--- src/rtl/pcint_pkg.sv ---
package pcint_pkg;

    localparam int PCINT_W = 8;

    typedef enum logic [1:0] {
        ROLE_DRIVE = 2'd0,
        ROLE_QUIET = 2'd1,
        ROLE_WATCH = 2'd2
    } pin_role_e;

    function automatic pin_role_e classify(input logic dir, input logic mode);
        if (dir)
            return ROLE_DRIVE;
        else if (mode)
            return ROLE_WATCH;
        else
            return ROLE_QUIET;
    endfunction

endpackage

--- src/rtl/pcint_enable.sv ---
module pcint_enable
    import pcint_pkg::*;
#(
    parameter int W = PCINT_W
) (
    input  logic [W-1:0] dir_i,
    input  logic [W-1:0] mode_i,
    output logic [W-1:0] watch_o
);

    for (genvar g = 0; g < W; g++) begin : g_pin
        pin_role_e role;
        assign role       = classify(dir_i[g], mode_i[g]);
        assign watch_o[g] = (role == ROLE_WATCH);
    end

endmodule

--- src/rtl/pcint_shadow.sv ---
module pcint_shadow #(
    parameter int W = 8
) (
    input  logic         clk,
    input  logic         rst,
    input  logic         rd_stb_i,
    input  logic [W-1:0] pin_i,
    output logic [W-1:0] snap_o,
    output logic [W-1:0] status_o
);

    always_ff @(posedge clk) begin
        if (rst) begin
            snap_o   <= '0;
            status_o <= '0;
        end else if (rd_stb_i) begin
            snap_o   <= pin_i;
            status_o <= pin_i;
        end
    end


    snap_load_chk: assert property (@(posedge clk) disable iff (rst)
        rd_stb_i |=> snap_o == $past(pin_i));


    snap_hold_chk: assert property (@(posedge clk) disable iff (rst)
        !rd_stb_i |=> $stable(snap_o));


    status_hold_chk: assert property (@(posedge clk) disable iff (rst)
        !rd_stb_i |=> $stable(status_o));

endmodule

--- src/rtl/pcint_detect.sv ---
module pcint_detect #(
    parameter int W = 8
) (
    input  logic         clk,
    input  logic         rst,
    input  logic         rd_stb_i,
    input  logic [W-1:0] watch_i,
    input  logic [W-1:0] pin_i,
    input  logic [W-1:0] snap_i,
    output logic         irq_o
);

    logic [W-1:0] diff;
    logic         hit;

    assign diff = watch_i & (pin_i ^ snap_i);
    assign hit  = |diff;

    always_ff @(posedge clk) begin
        if (rst)
            irq_o <= 1'b0;
        else if (rd_stb_i)
            irq_o <= 1'b0;
        else
            irq_o <= hit;
    end


    read_clears_chk: assert property (@(posedge clk) disable iff (rst)
        rd_stb_i |=> !irq_o);


    masked_quiet_chk: assert property (@(posedge clk) disable iff (rst)
        (watch_i == '0) |=> !irq_o);

endmodule

--- src/rtl/pin_change_irq.sv ---
module pin_change_irq
    import pcint_pkg::*;
#(
    parameter int W = PCINT_W
) (
    input  logic         clk,
    input  logic         rst,
    input  logic [W-1:0] pin_i,
    input  logic [W-1:0] dir_i,
    input  logic [W-1:0] mode_i,
    input  logic         rd_stb_i,
    output logic         irq_o,
    output logic [W-1:0] snap_o,
    output logic [W-1:0] status_o
);

    logic [W-1:0] watch;

    pcint_enable #(.W(W)) u_enable (
        .dir_i   (dir_i),
        .mode_i  (mode_i),
        .watch_o (watch)
    );

    pcint_shadow #(.W(W)) u_shadow (
        .clk      (clk),
        .rst      (rst),
        .rd_stb_i (rd_stb_i),
        .pin_i    (pin_i),
        .snap_o   (snap_o),
        .status_o (status_o)
    );

    pcint_detect #(.W(W)) u_detect (
        .clk      (clk),
        .rst      (rst),
        .rd_stb_i (rd_stb_i),
        .watch_i  (watch),
        .pin_i    (pin_i),
        .snap_i   (snap_o),
        .irq_o    (irq_o)
    );


    raise_on_diff_chk: assert property (@(posedge clk) disable iff (rst)
        (!rd_stb_i && ((~dir_i & mode_i & (pin_i ^ snap_o)) != '0)) |=> irq_o);

endmodule

--- config.mk ---
export PLATFORM = sky130hd
export DESIGN_NAME = pin_change_irq
export DESIGN_NICKNAME = d
export VERILOG_FILES = /design/src/rtl/pcint_pkg.sv /design/src/rtl/pcint_enable.sv /design/src/rtl/pcint_shadow.sv /design/src/rtl/pcint_detect.sv /design/src/rtl/pin_change_irq.sv
export SDC_FILE = /design/constraint.sdc
export NUM_CORES = 1
export LEC_CHECK = 0
export ABC_CLOCK_PERIOD_IN_PS = 1500
export BUFFER_PORTS_ARGS = -buffer_cell sky130_fd_sc_hd__buf_2
export CAP_MARGIN = 30
export CORE_UTILIZATION = 39
export DETAILED_ROUTE_END_ITERATION = 16
export GPL_TIMING_DRIVEN = 0
export HOLD_SLACK_MARGIN = 0.08
export PLACE_DENSITY_LB_ADDON = 0.3
export SYNTH_ARGS = -nofsm -noshare
export SYNTH_HDL_FRONTEND = slang
export SYNTH_SLANG_ARGS = --single-unit
--- constraint.sdc ---
create_clock -name clk -period 1.5 [get_ports clk]
set_input_delay 0 -clock clk [delete_from_list [all_inputs] [get_ports clk]]
set_output_delay 0 -clock clk [all_outputs]
set_load 0.01 [all_outputs]
[Yosys cells after proc, flatten, opt, wreduce, memory -nomap -nowiden]
Cells that the tools add are included.
Cells by class
  equal/unequal tests: 8
  reductions and logical operators: 2
  multiplexer cells: 16
  bitwise gates (word level): 2
Operators with widths (number)
  $mux 2: 16
  $eq 2x2->1 const B: 8
  $and 8x8->8: 1
  $reduce_or 8->1: 1
  $xor 8x8->8: 1
  $reduce_or 2->1: 1
Word-level totals
  bits in registers: 9
  bits of input ports: 27
  output and inout port bits: 17
  logic and storage cells: 30

[Logic depth before layout (Yosys ltp)]
  depth in word-level cells: 5
  depth in mapped cells: 3
  depth with buffers taken out: 3

[By module]
A second synthesis with hierarchy kept.
Unflattened totals
  cells, all modules: 57
  area, all modules: 590.6 sq um
Modules (own cells, without submodules)
  pcint_shadow: area an instance 345.3 sq um, cells each 34, seq. area each 160.2 sq um, times used 1
  pcint_detect: area an instance 135.1 sq um, cells each 15, seq. area each 20.0 sq um, times used 1
  pcint_enable: area an instance 110.1 sq um, cells each 8, seq. area each 0.0 sq um, times used 1

[Worst setup path before layout]
No wires, ideal clock.
  path type: reg2reg
  start point: reg, netlist name u_shadow.status_o[3]
  end point: reg u_detect.irq_o
  setup time: 0.135 ns
  buffers on the path: 0
  required time: 1.365 ns
  setup slack: 0.562 ns
  stages on the path, launching flop included: 4
  arrival: 0.803 ns
  clock period less this slack: 0.938 ns
  path through: dfxtp_1 xor2_1 a32oi_1 a41oi_1
RTL lines
  end signal: assignment: line pcint_detect.sv:25  | irq_o <= hit;
  end: declaration: line pcint_detect.sv:10  | output logic irq_o

==> metrics.yaml <==
syn2layout_area_growth_pct: 79.6
drive_gt1_share_pct: 45.4
p_sw_share_pct: 26.3
max_freq_mhz: 753
path_max_fanout: 2
port_buffers: 41
leakage_uw: 0.000541
wl_met3_um: 86
worst_pin_slew_ns: 0.177
synth.mux.area_fraction_pct: 15.2
clk_pin_slew_ns: 0.06
synth_compound_area_share_pct: 8.31
ctsResizeCount: 0
grt_pass1_vias: 566
required_ns: 1.64
cts_buffer_depth: 2
wl_met1_um: 545
clock-sinks: 9
rows: 12
max-slew-margin-rel_pct: 87.9
grt_max_degree: 10
layout.nets: 147
syn_area_per_cell_um2: 9.24
startpoint_type: "input pin"
async_reset_ff_share_pct: 0
synth_most_common_cell: "dfxtp_1"
ys_seq_area_share_pct: 34.2
min_path_type: "input pin to register"
die_x_um: 38.8
synth_area_leader_cell: "dfxtp_1"
ys.flop_type: "dfxtp_1"
maxCapViolCount: 0
routed_wl_um: 1440
cp.arrival_ns: 1.46
crit_path_start: "pin_i[0]"
worstSetupPathType: "input pin to register"
synth_area_um2: 527
fill_cells: 83
min_to: "u_detect.irq_o"
fin_tns_setup_ns: 0
rrSetupSlack_ns: 0.27
p_comb_share_pct: 30.4
antenna_found_initial: 0
final_core_util_pct: 79.7
synth_top_family_by_area: "buffers and inverters"
met2_length_um: 778
chipHeight_um: 38.8
place_inst: 112
yosys-top-cells-area: "dfxtp_1, mux2i_1, xor2_1"
p_switching_uw: 170
drtIter0Drc: 1
min_period_ns: 1.33
cp-end-kind: "register"
track_usage_pct: 22.7
layout.cells.non_filler: 133
vdd.ir_drop.worst_mv: 0.564
timing.rr.end: "u_shadow.status_o[0]"
syn-num-nets: 84
rsz0062_at_grt: "no"
hold_depth: 3
worst_skew_pair.late_latency_ns: 0.25
drtAntennaViolNets: 0
yosys_warnings: 0
holdBufCountCts: 17
ys_ff_latch: 9
vias: 593
skew_ns: 0.00367
finalHoldViolations: 0
numCtsBuffers: 3
num_antenna_cells: 0
hold_path.startpoint: "mode_i[6]"
dp.final_hpwl_um: 854
p_per_area_nw_per_um2: 684
wl_per_cell_um: 10.8
synthAdderAreaFrac_pct: 0
sequentialPowerShare_pct: 41.5
internal_power_uw: 477
cts_setup_buffers: 0
reg2regPathDepth: 3
synth-xor-area-share_pct: 13.3
core-area_um2: 1190
synth_edf_count: 0
period_share_pct: 88.5
status: "finished, final reports clean"
ctsRootBufferMaster: "clkbuf_4"
globalplace.congestion: 0.638
postSynthCellCount: 57
cts_tree: "built"
yosys.area_share.simple_pct: 11.6
drc_errors: 0
grt_pass1_wl_um: 2230
dr.pass1.iters: 2
slew_violations: 0
setup_violations: 0
top_layer: "met4"
clock_power_share_pct: 28.1
r2r_start: "u_shadow.status_o[0]"
cts-htree-levels: 1
synth_top_area_share_pct: 34.2
grt_remaining_overflow: 0
synth_common_cells: "dfxtp_1, buf_4, mux2i_1, nor2_1, xor2_1"
pin_count: 44
start_util_pct: 44.4
synthDistinctLibCells: 12
die_area_um2: 1500
viasPerCell: 4.46
worst_hold_slack_ns: 0.0829
flip-flops by register name (all words and copies together), names as in the netlist:
register / flops
u_shadow.status_o: 8
u_detect.irq_o: 1
metal layers:
layer / up-vias / track usage [%]
met2: 26 / 48.3
met4: 0 / 10.3
met5: - / 0
li1: 304 / -
met3: 4 / 4.62
met1: 259 / 18.8
critical path, cell delays in order:
cell and delay (ns):
dlygate4sd3_1 0.56, buf_2 0.14, mux2i_1 0.15, nor2_1 0.06
dlygate4sd3_1 0.55
placed cells by master (no fill, tap or decap), drive strengths merged:
cell / count
xor2: 8
dlygate4sd3: 17
nor2: 8
or2: 1
dfxtp: 9
buf: 50
a32oi: 4
clkbuf: 5
inv: 4
a41oi: 1
nor2b: 4
mux2i: 8
power by group through the flow:
| stage | Sequential, µW | Combinational, µW | Clock [µW] |
|---|---|---|---|
| final | 269 | 197 | 182 |
| after global routing | 270 | 216 | 202 |
| after CTS | 268 | 193 | 185 |
| after detailed placement | 273 | 154 | 0 |
| after global placement | 272 | 150 | 0 |
| after floorplan | 280 | 79.2 | 0 |
cell families (layout without fill, tap and decap cells):
| family | count (synthesis) | after routing |
|---|---|---|
| flip-flops | 9 | 9 |
| AND/OR/NAND/NOR | 13 | 13 |
| XOR/XNOR | 8 | 8 |
| multiplexers | 8 | 8 |
| buffers and inverters | 14 | 76 |
| AO/OA/AOI/OAI | 5 | 5 |
worst max path at each step:
stage,endpoint,depth (start not counted)
after global routing,u_shadow.status_o[0],5
after detailed placement,u_detect.irq_o,3
after floorplan,u_detect.irq_o,3
after global placement,u_detect.irq_o,3
after CTS,u_shadow.status_o[1],5
final,u_shadow.status_o[0],5
final cells by class:
cell class / count / area [µm²] / area share [%]
tap: 14 / 17.5 / 1.85
timing repair buffer: 58 / 375 / 39.7
buffer: 10 / 76.3 / 8.07
multi-input combinational: 34 / 255 / 27.0
sequential: 9 / 180 / 19.0
clock buffer: 4 / 26.3 / 2.78
inverter: 4 / 15.0 / 1.59
through the flow:
stage,setup WS (ns),instance area (µm²),total power [µW]
floorplan,0.562,527,359
global placement,0.549,749,423
detailed placement,0.541,749,427
CTS,0.198,946,645
global route,0.123,946,688
finish,0.172,946,647
No activity file was read; power rests on OpenSTA's default activity.
